==> config.mk <==
export PLATFORM = sky130hd
export DESIGN_NAME = dual_word_search
export DESIGN_NICKNAME = d
export VERILOG_FILES = /design/src/rtl/ws_pkg.sv /design/src/rtl/ws_controller.sv /design/src/rtl/ws_match_engine.sv /design/src/rtl/dual_word_search.sv
export SDC_FILE = /design/constraint.sdc
export NUM_CORES = 1
export LEC_CHECK = 0
export BUFFER_PORTS_ARGS = -buffer_cell sky130_fd_sc_hd__buf_2
export CAP_MARGIN = 0
export CELL_PAD_IN_SITES_DETAIL_PLACEMENT = 0
export CELL_PAD_IN_SITES_GLOBAL_PLACEMENT = 1
export CORE_MARGIN = 1
export CORE_UTILIZATION = 30
export DETAILED_ROUTE_END_ITERATION = 6
export PLACE_DENSITY_LB_ADDON = 0.1
export SETUP_SLACK_MARGIN = 0.1
export SYNTH_ARGS = -nofsm -noshare
export SYNTH_HDL_FRONTEND = slang
export SYNTH_SLANG_ARGS = --single-unit
==> constraint.sdc <==
create_clock -name clk -period 5.2 [get_ports clk]
set_input_delay 0.52 -clock clk [delete_from_list [all_inputs] [get_ports clk]]
set_output_delay 0.52 -clock clk [all_outputs]
set_load 0.1 [all_outputs]
==> src/rtl/ws_pkg.sv <==
package ws_pkg;
  localparam int CHAR_W = 8;
  localparam int LANES  = 2;
  localparam logic [CHAR_W-1:0] SPACE_CH = 8'h20;
  localparam logic [CHAR_W-1:0] ETX_CH   = 8'h03;
endpackage

==> src/rtl/ws_controller.sv <==
module ws_controller
  import ws_pkg::*;
#(
  parameter int AW    = 10,
  parameter int NCHAR = 5,
  parameter int SW    = $clog2(NCHAR + 1)
) (
  input  logic                      clk,
  input  logic                      rst_n,
  input  logic                      start_i,
  input  logic [LANES-1:0][AW-1:0]  base_i,
  input  logic [LANES-1:0]          sep_i,
  input  logic [LANES-1:0]          etx_i,
  input  logic [LANES-1:0]          match_i,
  output logic [LANES-1:0][AW-1:0]  addr_o,
  output logic [LANES-1:0]          rd_n_o,
  output logic [LANES-1:0]          dv_o,
  output logic [LANES-1:0][SW-1:0]  slot_o
);

  logic halt_all;
  assign halt_all = |match_i;

  for (genvar g = 0; g < LANES; g++) begin : g_lane
    logic          active_q;
    logic          dv_q;
    logic [AW-1:0] addr_q;
    logic [SW-1:0] slot_q;
    logic          stop_now;

    assign stop_now = halt_all | etx_i[g];

    always_ff @(posedge clk or negedge rst_n) begin
      if (!rst_n) begin
        active_q <= 1'b0;
        dv_q     <= 1'b0;
        addr_q   <= '0;
        slot_q   <= '0;
      end else if (start_i) begin
        active_q <= 1'b1;
        dv_q     <= 1'b0;
        addr_q   <= base_i[g];
        slot_q   <= '0;
      end else begin
        if (active_q) addr_q <= addr_q + 1'b1;
        dv_q <= active_q & ~stop_now;
        if (stop_now) active_q <= 1'b0;
        if (dv_q) begin
          if (sep_i[g])                slot_q <= '0;
          else if (slot_q < SW'(NCHAR)) slot_q <= slot_q + 1'b1;
        end
      end
    end

    assign addr_o[g] = addr_q;
    assign rd_n_o[g] = ~active_q;
    assign dv_o[g]   = dv_q;
    assign slot_o[g] = slot_q;

    // a read this cycle means the next address is one higher
    a_r8_addr_step: assert property (@(posedge clk) disable iff (!rst_n)
      (!rd_n_o[g] && !start_i) |=> (addr_o[g] == $past(addr_o[g]) + 1'b1));

    // a separator sends the next word back to slot 0
    a_r12_slot_rewind: assert property (@(posedge clk) disable iff (!rst_n)
      (sep_i[g] && !start_i) |=> (slot_o[g] == '0));

    // end of text closes this lane's reads
    a_r9_etx_closes: assert property (@(posedge clk) disable iff (!rst_n)
      (etx_i[g] && !start_i) |=> rd_n_o[g]);
  end

  // a match on any lane closes every lane
  a_r9_match_halts_all: assert property (@(posedge clk) disable iff (!rst_n)
    (halt_all && !start_i) |=> (&rd_n_o));

endmodule

==> src/rtl/ws_match_engine.sv <==
module ws_match_engine
  import ws_pkg::*;
#(
  parameter int NCHAR = 5,
  parameter int SW    = $clog2(NCHAR + 1)
) (
  input  logic                    clk,
  input  logic                    rst_n,
  input  logic                    start_i,
  input  logic [NCHAR*CHAR_W-1:0] key_i,
  input  logic                    dv_i,
  input  logic [SW-1:0]           slot_i,
  input  logic [CHAR_W-1:0]       rdata_i,
  output logic                    sep_o,
  output logic                    etx_o,
  output logic                    match_o,
  output logic                    found_o,
  output logic                    nf_o
);

  localparam int KW = NCHAR * CHAR_W;

  logic [KW-1:0] key_q;
  logic [KW-1:0] cand_q;
  logic          long_q;
  logic          found_q;
  logic          nf_q;

  assign etx_o   = dv_i & (rdata_i == ETX_CH);
  assign sep_o   = dv_i & ((rdata_i == SPACE_CH) | (rdata_i == ETX_CH));
  assign match_o = sep_o & ~long_q & (cand_q == key_q);

  always_ff @(posedge clk or negedge rst_n) begin
    if (!rst_n) begin
      key_q   <= '0;
      cand_q  <= '0;
      long_q  <= 1'b0;
      found_q <= 1'b0;
      nf_q    <= 1'b0;
    end else if (start_i) begin
      key_q   <= key_i;
      cand_q  <= '0;
      long_q  <= 1'b0;
      found_q <= 1'b0;
      nf_q    <= 1'b0;
    end else if (dv_i) begin
      if (sep_o) begin
        cand_q <= '0;
        long_q <= 1'b0;
        if (match_o)    found_q <= 1'b1;
        else if (etx_o) nf_q    <= 1'b1;
      end else if (slot_i >= SW'(NCHAR)) begin
        long_q <= 1'b1;
      end else begin
        for (int i = 0; i < NCHAR; i++) begin
          if (slot_i == SW'(i)) cand_q[(NCHAR-1-i)*CHAR_W +: CHAR_W] <= rdata_i;
        end
      end
    end
  end

  assign found_o = found_q;
  assign nf_o    = nf_q;

  // flags are sticky between start pulses
  a_r7_found_sticky: assert property (@(posedge clk) disable iff (!rst_n)
    (found_o && !start_i) |=> found_o);
  a_r7_nf_sticky: assert property (@(posedge clk) disable iff (!rst_n)
    (nf_o && !start_i) |=> nf_o);

  // one lane never reports both outcomes
  a_r6_lane_exclusive: assert property (@(posedge clk) disable iff (!rst_n)
    !(found_o && nf_o));

endmodule

==> src/rtl/dual_word_search.sv <==
module dual_word_search
  import ws_pkg::*;
#(
  parameter int AW    = 10,
  parameter int NCHAR = 5
) (
  input  logic                     clk,
  input  logic                     rst_n,
  input  logic                     start_i,
  input  logic [NCHAR*CHAR_W-1:0]  word_i,
  input  logic [AW-1:0]            base_a_i,
  input  logic [AW-1:0]            base_b_i,
  input  logic [CHAR_W-1:0]        rdata_a_i,
  input  logic [CHAR_W-1:0]        rdata_b_i,
  output logic [AW-1:0]            raddr_a_o,
  output logic [AW-1:0]            raddr_b_o,
  output logic                     rd_n_a_o,
  output logic                     rd_n_b_o,
  output logic                     hit_o,
  output logic                     miss_o
);

  localparam int SW = $clog2(NCHAR + 1);

  logic [LANES-1:0][AW-1:0]     base;
  logic [LANES-1:0][AW-1:0]     addr;
  logic [LANES-1:0][CHAR_W-1:0] rdata;
  logic [LANES-1:0][SW-1:0]     slot;
  logic [LANES-1:0]             rd_n, dv, sep, etx, match, found, nf;

  assign base  = {base_b_i, base_a_i};
  assign rdata = {rdata_b_i, rdata_a_i};

  ws_controller #(.AW(AW), .NCHAR(NCHAR), .SW(SW)) ctrl_i (
    .clk     (clk),
    .rst_n   (rst_n),
    .start_i (start_i),
    .base_i  (base),
    .sep_i   (sep),
    .etx_i   (etx),
    .match_i (match),
    .addr_o  (addr),
    .rd_n_o  (rd_n),
    .dv_o    (dv),
    .slot_o  (slot)
  );

  for (genvar g = 0; g < LANES; g++) begin : g_eng
    ws_match_engine #(.NCHAR(NCHAR), .SW(SW)) eng_i (
      .clk     (clk),
      .rst_n   (rst_n),
      .start_i (start_i),
      .key_i   (word_i),
      .dv_i    (dv[g]),
      .slot_i  (slot[g]),
      .rdata_i (rdata[g]),
      .sep_o   (sep[g]),
      .etx_o   (etx[g]),
      .match_o (match[g]),
      .found_o (found[g]),
      .nf_o    (nf[g])
    );
  end

  assign raddr_a_o = addr[0];
  assign raddr_b_o = addr[1];
  assign rd_n_a_o  = rd_n[0];
  assign rd_n_b_o  = rd_n[1];
  assign hit_o     = |found;
  assign miss_o    = &nf;

  // a start pulse clears both results on its edge
  a_r7_clear_on_start: assert property (@(posedge clk) disable iff (!rst_n)
    start_i |=> (!hit_o && !miss_o));

  // combined outcomes are exclusive
  a_r6_hit_miss_exclusive: assert property (@(posedge clk) disable iff (!rst_n)
    !(hit_o && miss_o));

  // once found, no lane keeps reading
  a_r9_quiet_after_hit: assert property (@(posedge clk) disable iff (!rst_n)
    (hit_o && !start_i) |-> (rd_n_a_o && rd_n_b_o));

endmodule

==> parameters.txt, run 1 <==
Parameter                              Value

Critical path
  Total buffers and inverters traversed by the critical path ... 0
  Worst R2R Path Depth ... 5
  Worst path depth ... 5
  Largest fanout of any net on the critical path ... 16
  Critical path data required time ... roughly 5.5 ns
  Capturing instance or port of the critical path ... g_eng[1].eng_i.cand_q[39]
  Destination of the worst register-to-register timing path ... g_eng[1].eng_i.cand_q[39]
  Slowest stage cell on the critical path ... sky130_fd_sc_hd__nand2b_1
  Maximum cell stage delay along the critical path ... approximately 0.52 ns
  WS Path Type ... reg -> reg
  Launching instance or port of the critical path ... ctrl_i.g_lane[1].dv_q
  Slack of the worst reg-to-reg path ... 2.65 ns
  Ordered cell list for the critical path ... nor4b_4 -> o211ai_2 -> nand2b_1 -> o22ai_1 -> mux2_2
  Data arrival, critical path ... approximately 2.9 ns
  Top cell family by delay on the critical path ... simple AND/OR/NAND/NOR gates
  Worst setup SP type ... flip-flop
  CP endpoint kind ... flip-flop
  Reg-to-Reg Start ... ctrl_i.g_lane[1].dv_q

Clock tree
  TritonCTS clock tree ... built
  TritonCTS Sinks ... 156
  Setup bufs post-CTS ... 0
  Htree depth ... 4
  Clock latency of the later-clocked register in the worst-skew pair ... roughly 0.43 ns
  Clock root buffer ... sky130_fd_sc_hd__clkbuf_16
  Clock Tree Buf Depth ... 2
  Clock slew seen by the registers of the worst setup and hold paths ... around 0.070 ns
  Clock buffers created by TritonCTS ... 17
  Number of buffers inserted by hold repair at cts ... 0
  Resized Gates After CTS ... 0

Timing
  Worst relative slew slack ... between 30% and 40%
  Pins Over Slew Limit ... 0
  Max Clock Skew ... 0.00790 ns
  Post-route fraction of the period consumed by the critical path ... roughly 50%
  Unrepaired setup endpoints after global routing ... no
  Final hold violation count ... 0
  Total negative setup slack ... 0 ns
  Upper clock frequency limit ... between 300 and 400 MHz
  Final Setup Violations ... 0
  Post-Route Hold Slack ... approximately 0.073 ns
  Worst-margin pin slew ... ~0.93 ns
  Post-layout minimum cycle time ... 2.55 ns

Floorplanning
  Count of standard-cell rows ... 57
  Die Span Y ... 159 µm
  Starting Density ... approximately 31%
  Area enclosed by the die boundary ... around 0.025 mm²
  Core Region ... roughly 0.024 mm²
  Die W ... about 160 µm
  Number of top-level design ports ... approximately 100

Logic synthesis
  Leading cell type by number of instances after synthesis ... sky130_fd_sc_hd__dfrtp_1
  Synth Instances ... between 600 and 700
  Netlist area before placement ... approximately 0.0074 mm²
  Library cell with the largest summed area after synthesis ... sky130_fd_sc_hd__dfrtp_1
  Number of synthesized register bits ... between 150 and 200
  Top_reg_cell synth ... sky130_fd_sc_hd__dfrtp_1
  Synthesized area divided by synthesized cell count ... between 10 and 15 µm²
  Fraction of the yosys area taken by sequential cells ... 52.5%
  Number of enable-type register cells in the synthesized netlist ... 0
  Cell types with the highest counts after synthesis ... sky130_fd_sc_hd__dfrtp_1 (156), sky130_fd_sc_hd__nand2_1 (105), sky130_fd_sc_hd__o21ai_0 (78), sky130_fd_sc_hd__xnor2_1 (61), sky130_fd_sc_hd__mux2_2 (56)
  Top-area cell type share of the netlist area ... 52.5%
  Share of flip-flops with an asynchronous set or reset ... 100%
  Count of cell types in the netlist ... 45
  Count of synthesis-stage warnings from yosys ... 0
  Largest cells by area after synthesis ... sky130_fd_sc_hd__dfrtp_1 (53%), sky130_fd_sc_hd__mux2_2 (8.5%), sky130_fd_sc_hd__xnor2_1 (7.2%)
  Net count after synthesis ... a little under 800

Placed design
  Post-DP HPWL ... ~15000 µm
  Buffers on Ports ... just over 100
  Routability cong. ... between 0.8 and 0.9
  Number of cells in the design after placement ... 1090

Min path
  Hold/Removal Path Class ... in -> async

Power and ir drop
  Peak VDD IR ... between 0.15 and 0.2 mV
  Post-layout total power ... around 3.5 mW
  P_leak ... 3.88 nW
  Power per cell area ... 395 mW/mm²

Detailed routing
  Total length of routed wires ... between 20000 and 25000 µm
  Count of unresolved DRC violations after routing ... 0
  Post-detailed-route via-to-cell ratio ... 4.73
  Detail Route Antenna Nets ... 0
  Via count ... about 5300
  First DRT Iteration DRCs ... between 200 and 250
  Detailed Routing Iterations Pass 1 ... 4
  Detailed-route wire length per cell ... 18.4 µm

Global route
  Number of antenna violations at the first check in global routing ... 0
  Pin count of the biggest net entering global routing ... 67
  Global-route usage over all layers ... 17.3%
  Number of global-route vias before repair ... about 5500
  First-pass GRT wire length ... ~33000 µm
  Overflow left after global routing ... 0

Finish
  Fraction of final layout cells with drive strength greater than 1 ... ~25%
  Number of diodes ... 0
  Non-Filler Instances ... about 1100
  Synthesis-to-finish area growth ... 19.0%
  Share of the core filled with cells in the final layout ... roughly 36%
  Number of nets in the layout ... a little under 900
  Layout filler cell count ... 2455

Outcome
  Outcome ... complete, no violations

Run
  Number of maximum-capacitance violations ... 0
==> per-layer routing <==
layer / up-vias / wire length, µm / part of all wire, % / global-route usage [%]
li1: 2561 / - / - / -
met1: 2575 / 9380 / 45 / 22.9
met2: 132 / 9880 / 48 / 28.2
met3: 34 / 946 / 4.6 / 3.41
met4: 0 / 449 / 2.2 / 5.99
met5: - / 0 / 0 / 0
==> placed cells by master (no fill, tap or decap), types with 3 or more instances in the layout <==
cell type                    count
sky130_fd_sc_hd__o22ai_1         3
sky130_fd_sc_hd__buf_2         100
sky130_fd_sc_hd__nand2_1       105
sky130_fd_sc_hd__nor4_1          6
sky130_fd_sc_hd__dfrtp_1       156
sky130_fd_sc_hd__o31ai_1         6
sky130_fd_sc_hd__nor3_1          7
sky130_fd_sc_hd__nand3_1         9
sky130_fd_sc_hd__buf_4           4
sky130_fd_sc_hd__and3_1          7
sky130_fd_sc_hd__xnor2_1        61
sky130_fd_sc_hd__clkbuf_8        4
sky130_fd_sc_hd__or2_2           3
sky130_fd_sc_hd__nand4_1        25
sky130_fd_sc_hd__nand2b_1        7
sky130_fd_sc_hd__clkbuf_16      17
sky130_fd_sc_hd__nor2b_1        11
sky130_fd_sc_hd__nor2_1         16
sky130_fd_sc_hd__xor2_1         36
sky130_fd_sc_hd__inv_1          12
sky130_fd_sc_hd__o21ai_0        78
sky130_fd_sc_hd__a21oi_1        18
sky130_fd_sc_hd__o21ai_2         3
sky130_fd_sc_hd__ha_1           12
sky130_fd_sc_hd__mux2_2         56
sky130_fd_sc_hd__clkinvlp_4      4
==> layout make-up <==
cell class              count  area [µm²]  share of cell area (%)
clock inverters             9         113                    1.27
multi-input cells         493        3350                    37.9
flip-flops and latches    156        3900                    44.2
well taps                 324         405                    4.59
inverters                  12        45.0                   0.510
repair buffers            105         542                    6.13
clock buffers              22         484                    5.48
==> kinds of logic (layout without fill, tap and decap cells) <==
| family | after synthesis | after routing | synth area share (%) |
|---|---|---|---|
| adder cells (fa/ha/maj) | 12 | 12 | 2.02 |
| AO/OA/AOI/OAI | 121 | 121 | 9.50 |
| flip-flops | 156 | 156 | 52.5 |
| XOR/XNOR | 97 | 97 | 11.4 |
| multiplexers | 58 | 58 | 8.76 |
| buffers and inverters | 41 | 148 | 2.42 |
| AND/OR/NAND/NOR | 205 | 205 | 13.3 |
==> where the power goes <==
group          switching (mW)  internal, mW  total, mW
combinational           0.417         0.262      0.679
clock                   0.520         0.756       1.28
sequential              0.168          1.37       1.53
==> worst register-to-register path, stage by stage (launching register included) <==
cell and delay (ns):
sky130_fd_sc_hd__dfrtp_1 0.47, sky130_fd_sc_hd__nor4b_4 0.37, sky130_fd_sc_hd__o211ai_2 0.17, sky130_fd_sc_hd__nand2b_1 0.52, sky130_fd_sc_hd__o22ai_1 0.50, sky130_fd_sc_hd__mux2_2 0.40
==> registers in the layout (all words and copies together) (netlist names), 6 cells and up <==
| register | flops |
|---|---|
| ctrl_i.g_lane.slot_q | 6 |
| g_eng.eng_i.cand_q | 80 |
| ctrl_i.g_lane.addr_q | 20 |
| g_eng.eng_i.key_q | 40 |
==> worst min path at each step <==
stage                     slack (ns)  cells after the start                    endpoint
after detailed placement        0.49                      2   g_eng[0].eng_i.cand_q[22]
after CTS                       0.11                      1  ctrl_i.g_lane[0].addr_q[0]
after global routing            0.13                      1  ctrl_i.g_lane[0].addr_q[0]
after global placement          0.48                      2   g_eng[0].eng_i.cand_q[39]
final                           0.07                      1  ctrl_i.g_lane[0].addr_q[0]
after floorplan                 0.22                      0   ctrl_i.g_lane[0].active_q
==> per-stage QoR <==
| stage | cell area (µm²) | worst slack (ns) |
|---|---|---|
| 5_1_grt | 8840 | 2.48 |
| 2_1_floorplan | 7430 | 3.22 |
| 3_3_place_gp | 8240 | 2.31 |
| 4_1_cts | 8840 | 2.63 |
| 6_report | 8840 | 2.65 |
| 3_5_place_dp | 8240 | 2.29 |
(Power assumes the default switching activity.)
==> inputs of run 2 (changes only) <==
--- a/config.mk
+++ b/config.mk
@@ -5,6 +5,7 @@
 export SDC_FILE = /design/constraint.sdc
 export NUM_CORES = 1
 export LEC_CHECK = 0
+export ABC_AREA = 1
 export BUFFER_PORTS_ARGS = -buffer_cell sky130_fd_sc_hd__buf_2
 export CAP_MARGIN = 0
 export CELL_PAD_IN_SITES_DETAIL_PLACEMENT = 0
==> constraint.sdc (replaced) <==
create_clock -name clk -period 2.33 [get_ports clk]
set_input_delay 0.233 -clock clk [delete_from_list [all_inputs] [get_ports clk]]
set_output_delay 0.233 -clock clk [all_outputs]
set_load 0.1 [all_outputs]
==> parameters.txt, run 2 <==
Parameter                              Value

Placed design
  Routability cong. ... 0.788 (-2.3%)
  Instance area at placement ... 0.00894 mm² (+8.4%)
  Buffers on Ports ... 102 (unchanged)
  Worst-case setup slack after placement ... 0.345 ns (-1.94 ns)
  Post-DP HPWL ... 18700 µm (+21%)

Logic synthesis
  Mux share of post-synthesis cell area ... 0% (-8.8 points)
  Top-area cell type share of the netlist area ... 48.5% (-4.0 points)
  Number of synthesized register bits ... 156 (unchanged)
  Synth Instances ... 1072 (+55%)
  Main combinational cell family by area after synthesis ... simple AND/OR/NAND/NOR gates
  Cell types with the highest counts after synthesis ... sky130_fd_sc_hd__nand2_1 (392), sky130_fd_sc_hd__dfrtp_1 (156), sky130_fd_sc_hd__inv_1 (153), sky130_fd_sc_hd__o21ai_0 (92), sky130_fd_sc_hd__nor2_1 (89)
  Top_reg_cell synth ... sky130_fd_sc_hd__dfrtp_1
  Netlist area before placement ... 0.00804 mm² (+8.2%)
  Number of enable-type register cells in the synthesized netlist ... 0 (unchanged)
  Net count after synthesis ... 1163 (+49%)
  Leading cell type by number of instances after synthesis ... sky130_fd_sc_hd__nand2_1
  Count of synthesis-stage warnings from yosys ... 0 (unchanged)
  Largest cells by area after synthesis ... sky130_fd_sc_hd__dfrtp_1 (49%), sky130_fd_sc_hd__nand2_1 (18%), sky130_fd_sc_hd__inv_1 (7.1%)
  Fraction of the mapped netlist area in simple logic gates ... 26.4% (+13 points)
  Fraction of the yosys area taken by sequential cells ... 48.5% (-4.0 points)
  Library cell with the largest summed area after synthesis ... sky130_fd_sc_hd__dfrtp_1
  Compound-gate portion of the synthesized area ... 10.8% (+1.3 points)
  Synthesized area divided by synthesized cell count ... 7.50 µm² (-30%)
  Share of flip-flops with an asynchronous set or reset ... 100% (unchanged)
  Post-Synth XOR/XNOR Area ... 3.16% (-8.3 points)
  Count of cell types in the netlist ... 36 (-20%)
  Arithmetic-cell share of the synthesized area counting full adders, half adders and majority gates ... 1.87% (-0.15 points)

Finish
  Share of the core filled with cells in the final layout ... 36.9% (+0.59 points)
  Layout filler cell count ... 2750 (+12%)
  Flip-flop count of the largest register, all copies and words added ... 80 (unchanged)
  Most common library cell in the layout ignoring fill and taps ... sky130_fd_sc_hd__nand2_1
  Fraction of final layout cells with drive strength greater than 1 ... 13.5% (-12 points)
  Synthesis-to-finish area growth ... 20.4%
  Register area ... 0.00390 mm² (unchanged)
  Total area of multi-input combinational cells ... 0.00340 mm² (+1.6%)
  Number of nets in the layout ... 1278 (+46%)
  Most flops, register ... g_eng.eng_i.cand_q
  Final instance area ... 0.00968 mm² (+9.5%)
  Highest-count cells in the layout ignoring fill and taps ... sky130_fd_sc_hd__nand2_1 (392), sky130_fd_sc_hd__dfrtp_1 (156), sky130_fd_sc_hd__inv_1 (153)
  Registers with the most flip-flops ... g_eng.eng_i.cand_q (80), g_eng.eng_i.key_q (40), ctrl_i.g_lane.addr_q (20)
  Number of diodes ... 0 (unchanged)

Clock tree
  Clock slew seen by the registers of the worst setup and hold paths ... 0.07 ns (about the same)
  TritonCTS clock tree ... built
  Setup bufs post-CTS ... 0 (unchanged)
  Resized Gates After CTS ... 0 (unchanged)
  TritonCTS Sinks ... 156 (unchanged)
  Htree depth ... 4 (unchanged)
  Clock buffers created by TritonCTS ... 17 (unchanged)
  Clock latency of the later-clocked register in the worst-skew pair ... 0.42 ns (about the same)
  Clock root buffer ... sky130_fd_sc_hd__clkbuf_16
  Clock Tree Buf Depth ... 2 (unchanged)

Detailed routing
  Count of unresolved DRC violations after routing ... 4 (+4)
  Detail Route Antenna Nets ... 0 (unchanged)
  Post-detailed-route via-to-cell ratio ... 4.43 (-6.4%)
  Detailed Routing Iterations Pass 1 ... 7 (+3)
  Total length of routed wires ... 24900 µm (+20%)
  Via count ... 6794 (+28%)
  Detailed-route wire length per cell ... 16.2 µm (-12%)
  First DRT Iteration DRCs ... 353 (+42%)

Critical path
  Slack of the worst reg-to-reg path ... 0.35 ns (-2.30 ns)
  Critical path data required time ... 2.68 ns (-2.83 ns)
  Data arrival, critical path ... 2.33 ns (-0.54 ns)
  Reg-to-Reg Start ... ctrl_i.g_lane[1].slot_q[1]
  Worst R2R Path Depth ... 7 (+2)
  CP endpoint kind ... flip-flop
  Worst setup SP type ... flip-flop
  Launching instance or port of the critical path ... ctrl_i.g_lane[1].slot_q[1]
  WS Path Type ... reg -> reg
  Capturing instance or port of the critical path ... g_eng[1].eng_i.cand_q[3]
  Destination of the worst register-to-register timing path ... g_eng[1].eng_i.cand_q[3]
  Largest fanout of any net on the critical path ... 16 (unchanged)

Global route
  Overflow left after global routing ... 0 (unchanged)
  Pin count of the biggest net entering global routing ... 48 (-28%)
  Number of global-route vias before repair ... 6842 (+24%)
  First-pass GRT wire length ... 39500 µm (+19%)
  Global-route usage over all layers ... 19.0% (+1.7 points)
  Number of antenna violations at the first check in global routing ... 1 (+1)

Power and ir drop
  Internal power contribution ... 5.37 mW (+130%)
  Share of total power in the clock network ... 37.6% (+1.0 points)
  P_leak ... 4.94 nW (+27%)
  Power per cell area ... 832 mW/mm² (+110%)
  Switching Share ... 33.3% (+1.6 points)
  Peak VDD IR ... 0.482 mV (+160%)
  Switch Pwr ... 2.68 mW (+140%)
  Flop pwr share ... 41.3% (-2.7 points)
  Share of total power in combinational logic ... 21.1% (+1.6 points)

Timing
  Pins Over Slew Limit ... 0 (unchanged)
  Worst relative slew slack ... 39.2% (+1.1 points)
  Worst-margin pin slew ... 0.909 ns (-0.0194 ns)
  Post-layout minimum cycle time ... 1.98 ns (-0.571 ns)
  Unrepaired setup endpoints after global routing ... no
  Post-Route Hold Slack ... 0.0124 ns (-0.0610 ns)
  Final hold violation count ... 0 (unchanged)
  Final Setup Violations ... 0 (unchanged)
  Max Clock Skew ... 0.00804 ns (+0.000146 ns)
  Upper clock frequency limit ... 504 MHz (+29%)
  Post-route setup slack ... 0.347 ns (-2.30 ns)
  Total negative setup slack ... 0 ns (unchanged)
  Post-route fraction of the period consumed by the critical path ... 85.1% (+36 points)

Floorplanning
  Number of top-level design ports ... 103 (unchanged)
  Starting Density ... 30.7% (+0.14 points)
  Core Region ... 0.0262 mm² (+7.8%)
  Area enclosed by the die boundary ... 0.0275 mm² (+8.1%)
  Count of standard-cell rows ... 59 (+3.5%)
  Die W ... 166 µm (+4.0%)
  Die Span Y ... 166 µm (+4.0%)

Outcome
  Violations in the final reports ... DRC
  Outcome ... complete, but fails checks

Min path
  Hold/Removal Path Class ... in -> reg

Run
  Number of maximum-capacitance violations ... 0 (unchanged)
[run 2: routing by layer]
layer	track usage, %	vias to the layer above	wire [µm]
met5	0	-	0
met4	4.35	0	260
met3	3.39	16	838
met2	30.7	102	11600
met1	26.5	3134	12200
li1	-	3542	-
[run 2: area by class of cell]
type                            instances  share of cell area (%)
Sequential cell                       156                    40.3
Multi-Input combinational cell        733                    35.1
Timing Repair Buffer                  122                    7.59
Inverter                              157                    6.09
Clock buffer                           18                    4.54
Tap cell                              335                    4.33
Clock inverter                         14                    1.99
[run 2: critical path, cell delays in order, from the launching register on]
cell,delay (ns)
sky130_fd_sc_hd__dfrtp_1,0.43
sky130_fd_sc_hd__inv_1,0.09
sky130_fd_sc_hd__ha_1,0.20
sky130_fd_sc_hd__inv_1,0.05
sky130_fd_sc_hd__nand2_1,0.09
sky130_fd_sc_hd__o41ai_4,0.75
sky130_fd_sc_hd__nand2_1,0.17
sky130_fd_sc_hd__o21ai_1,0.13
[run 2: logic make-up (layout without fill, tap and decap cells)]
| family | after synthesis | after routing |
|---|---|---|
| AO/OA/AOI/OAI | 159 | 159 |
| adder cells (fa/ha/maj) | 12 | 12 |
| flip-flops | 156 | 156 |
| AND/OR/NAND/NOR | 533 | 533 |
| buffers and inverters | 183 | 311 |
| XOR/XNOR | 29 | 29 |
[run 2: worst min-delay path by stage]
stage	from	end	slack, ns	cells past startpoint
detailed placement	rst_n	g_eng[0].eng_i.key_q[30]	0.20	1
CTS	word_i[11]	g_eng[0].eng_i.key_q[11]	0.0009	3
finish	word_i[25]	g_eng[0].eng_i.key_q[25]	0.01	3
global route	word_i[17]	g_eng[0].eng_i.key_q[17]	0.01	3
floorplan	rst_n	ctrl_i.g_lane[0].active_q	-0.06	0
global placement	rst_n	g_eng[0].eng_i.key_q[30]	0.20	1
[run 2: power groups by stage]
stage	combinational (mW)	clock [mW]	sequential [mW]
CTS	1.74	3.10	3.33
global placement	1.71	0	3.38
detailed placement	1.71	0	3.38
global route	1.93	3.21	3.37
floorplan	0.935	0	3.59
finish	1.70	3.03	3.33
[run 2: per-stage QoR]
stage / total power, mW / instances
floorplan: 4.52 / 1072
CTS: 8.17 / 1535
detailed placement: 5.09 / 1492
global placement: 5.09 / 1492
finish: 8.06 / 1535
global route: 8.51 / 1535
[run 2: repair_timing]
action / in CTS / in global routing
hold buffers: 11 / 0
endpoints found under the setup margin: 0 / 0
endpoints found under the hold margin: 50 / 0
==> inputs of run 3 (changes only) <==
--- a/config.mk
+++ b/config.mk
@@ -10,6 +10,7 @@
 export CAP_MARGIN = 0
 export CELL_PAD_IN_SITES_DETAIL_PLACEMENT = 0
 export CELL_PAD_IN_SITES_GLOBAL_PLACEMENT = 1
+export CORE_ASPECT_RATIO = 0.8
 export CORE_MARGIN = 1
 export CORE_UTILIZATION = 30
 export DETAILED_ROUTE_END_ITERATION = 6
==> parameters.txt, run 3 (same netlist as run 2, synthesis figures left out) <==
Parameter                              Value

Floorplanning
  Die Span Y ... 148 µm (-10%)
  Core Region ... 0.0263 mm² (+0.46%)
  Starting Density ... 30.5% (-0.14 points)
  Die W ... 185 µm (+12%)
  Area enclosed by the die boundary ... 0.0275 mm² (about the same)
  Count of standard-cell rows ... 53 (-10%)
  Number of top-level design ports ... 103 (unchanged)

Placed design
  Buffers on Ports ... 102 (unchanged)
  Post-DP HPWL ... 18700 µm (-0.31%)
  Routability cong. ... 0.784 (-0.53%)
  Instance area at placement ... 0.00901 mm² (+0.84%)

Min path
  Hold/Removal Path Class ... in -> reg
  Worst min-delay path endpoint ... g_eng[0].eng_i.key_q[7]
  Hold Path Origin ... word_i[7]
  Worst hold stages ... 3 (unchanged)

Detailed routing
  Total length of routed wires ... 24700 µm (-0.64%)
  Count of unresolved DRC violations after routing ... 0 (-4)
  Post-detailed-route via-to-cell ratio ... 4.39 (-0.76%)
  First DRT Iteration DRCs ... 336 (-4.8%)
  Detailed Routing Iterations Pass 1 ... 5 (-2)
  Detail Route Antenna Nets ... 0 (unchanged)
  Detailed-route wire length per cell ... 15.7 µm (-3.0%)
  Via count ... 6909 (+1.7%)

Critical path
  Critical path data required time ... 2.63 ns (-0.05 ns)
  Largest fanout of any net on the critical path ... 16 (unchanged)
  Maximum cell stage delay along the critical path ... 0.51 ns (-0.24 ns)
  Ordered cell list for the critical path ... nand3_1 -> a21oi_2 -> nor2_2 -> buf_4 -> nand2_1 -> nand2_1 -> nand2_1 -> o21ai_0
  Slowest stage cell on the critical path ... sky130_fd_sc_hd__dfrtp_1
  Reg-to-Reg Start ... ctrl_i.g_lane[1].dv_q
  Data arrival, critical path ... 2.24 ns (-0.09 ns)
  Worst R2R Path Depth ... 8 (+1)
  Launching instance or port of the critical path ... ctrl_i.g_lane[1].dv_q
  CP endpoint kind ... flip-flop
  Worst setup SP type ... flip-flop
  Destination of the worst register-to-register timing path ... g_eng[1].eng_i.cand_q[22]
  Slack of the worst reg-to-reg path ... 0.39 ns (+0.04 ns)
  Most frequent cell on the critical path ... sky130_fd_sc_hd__nand2_1
  WS Path Type ... reg -> reg

Clock tree
  TritonCTS clock tree ... built
  Clock buffers created by TritonCTS ... 17 (unchanged)
  Clock latency of the later-clocked register in the worst-skew pair ... 0.43 ns (about the same)
  Resized Gates After CTS ... 0 (unchanged)
  Htree depth ... 4 (unchanged)
  Clock root buffer ... sky130_fd_sc_hd__clkbuf_16
  Clock Tree Buf Depth ... 2 (unchanged)
  TritonCTS Sinks ... 156 (unchanged)
  Clock slew seen by the registers of the worst setup and hold paths ... 0.07 ns (about the same)

Power and ir drop
  P_leak ... 4.97 nW (+0.67%)
  Switching Share ... 34.3% (+0.97 points)
  Peak VDD IR ... 0.516 mV (+6.9%)
  Flop pwr share ... 42.2% (+0.9 points)
  Share of total power in combinational logic ... 21.9% (+0.8 points)
  Share of total power in the clock network ... 35.9% (-1.7 points)
  Power per cell area ... 804 mW/mm² (-3.4%)
  Post-layout total power ... 7.87 mW (-2.3%)
  Internal power contribution ... 5.17 mW (-3.7%)
  Switch Pwr ... 2.70 mW (+0.53%)

Finish
  Flip-flop count of the largest register, all copies and words added ... 80 (unchanged)
  Number of diodes ... 0 (unchanged)
  Highest-count cells in the layout ignoring fill and taps ... sky130_fd_sc_hd__nand2_1 (392), sky130_fd_sc_hd__dfrtp_1 (156), sky130_fd_sc_hd__inv_1 (153)
  Most common library cell in the layout ignoring fill and taps ... sky130_fd_sc_hd__nand2_1
  Share of the core filled with cells in the final layout ... 37.2% (+0.25 points)
  Synthesis-to-finish area growth ... 21.7%
  Registers with the most flip-flops ... g_eng.eng_i.cand_q (80), g_eng.eng_i.key_q (40), ctrl_i.g_lane.addr_q (20)
  Number of nets in the layout ... 1294 (+1.3%)
  Fraction of final layout cells with drive strength greater than 1 ... 13.9% (+0.40 points)
  Final instance area ... 0.00979 mm² (+1.2%)
  Most flops, register ... g_eng.eng_i.cand_q

Global route
  Number of global-route vias before repair ... 6625 (-3.2%)
  Overflow left after global routing ... 0 (unchanged)
  Pin count of the biggest net entering global routing ... 58 (+21%)
  Global-route usage over all layers ... 19.2% (+0.16 points)
  First-pass GRT wire length ... 38900 µm (-1.5%)
  Number of antenna violations at the first check in global routing ... 2 (+1)

Timing
  Worst-margin pin slew ... 0.849 ns (-0.0604 ns)
  Unrepaired setup endpoints after global routing ... no
  Post-layout minimum cycle time ... 1.94 ns (-0.0383 ns)
  Upper clock frequency limit ... 514 MHz (+2.0%)
  Total negative setup slack ... 0 ns (unchanged)
  Final hold violation count ... 0 (unchanged)
  Post-route fraction of the period consumed by the critical path ... 83.5% (-1.6 points)
  Pins Over Slew Limit ... 0 (unchanged)
  Max Clock Skew ... 0.0104 ns (+0.00231 ns)
  Post-Route Hold Slack ... 0.0130 ns (+0.000672 ns)
  Final Setup Violations ... 0 (unchanged)
  Worst relative slew slack ... 43.2% (+4.0 points)

Run
  Number of maximum-capacitance violations ... 0 (unchanged)

Outcome
  Outcome ... complete, no violations
-- run 3: cell types whose count changed in the layout (fill, tap and decap cells not counted), sizes merged --
cell         change
buf              +8
bufinv           -2
clkbuf           +1
clkinvlp         +3
dlygate4sd3      +8
inv              -2
-- run 3: final cells by class --
type | instances | area, µm²
clock buffers | 19 | 443
flip-flops and latches | 156 | 3900
inverters | 157 | 589
well taps | 357 | 447
multi-input cells | 733 | 3400
repair buffers | 138 | 862
clock inverters | 13 | 145
fillers | 2864 | 16500
-- run 3: critical path, delay by kind of cell, from the launching register on --
family          cells  cell delay (ns)
buf+inv             1             0.18
compound gates      2             0.29
simple gates        5             0.83
flops               1             0.51
-- run 3: power by group through the flow --
stage / Sequential, mW / Clock, mW / Combinational (mW)
2_1_floorplan: 3.59 / 0 / 0.935
3_3_place_gp: 3.37 / 0 / 1.71
3_5_place_dp: 3.37 / 0 / 1.72
4_1_cts: 3.33 / 2.92 / 1.75
5_1_grt: 3.37 / 3.02 / 1.96
6_report: 3.32 / 2.83 / 1.72
-- run 3: repair_timing --
item	4_1_cts	5_1_grt
setup buffers	0	0
hold buffers	19	0
endpoints found under the hold margin	70	0
-- run 3: worst max-delay path by stage --
stage,to,slack [ns],cells past startpoint
after global placement,g_eng[1].eng_i.cand_q[29],0.42,7
after global routing,g_eng[1].eng_i.cand_q[23],0.20,7
final,g_eng[1].eng_i.cand_q[22],0.39,8
after floorplan,ctrl_i.g_lane[0].addr_q[9],0.26,5
after CTS,g_eng[1].eng_i.cand_q[23],0.39,7
after detailed placement,g_eng[1].eng_i.cand_q[29],0.43,7
-- run 3: layer usage --
layer	global-route usage, %	routed length, µm
met5	0	0
met4	5.00	280
met3	2.79	758
met2	27.5	10400
met1	29.7	13300
-- run 3: metrics by stage --
step	worst slack [ns]	instances
final	0.386	1573
after global routing	0.197	1573
after CTS	0.390	1573
after detailed placement	0.433	1522
after global placement	0.415	1522
after floorplan	0.257	1072
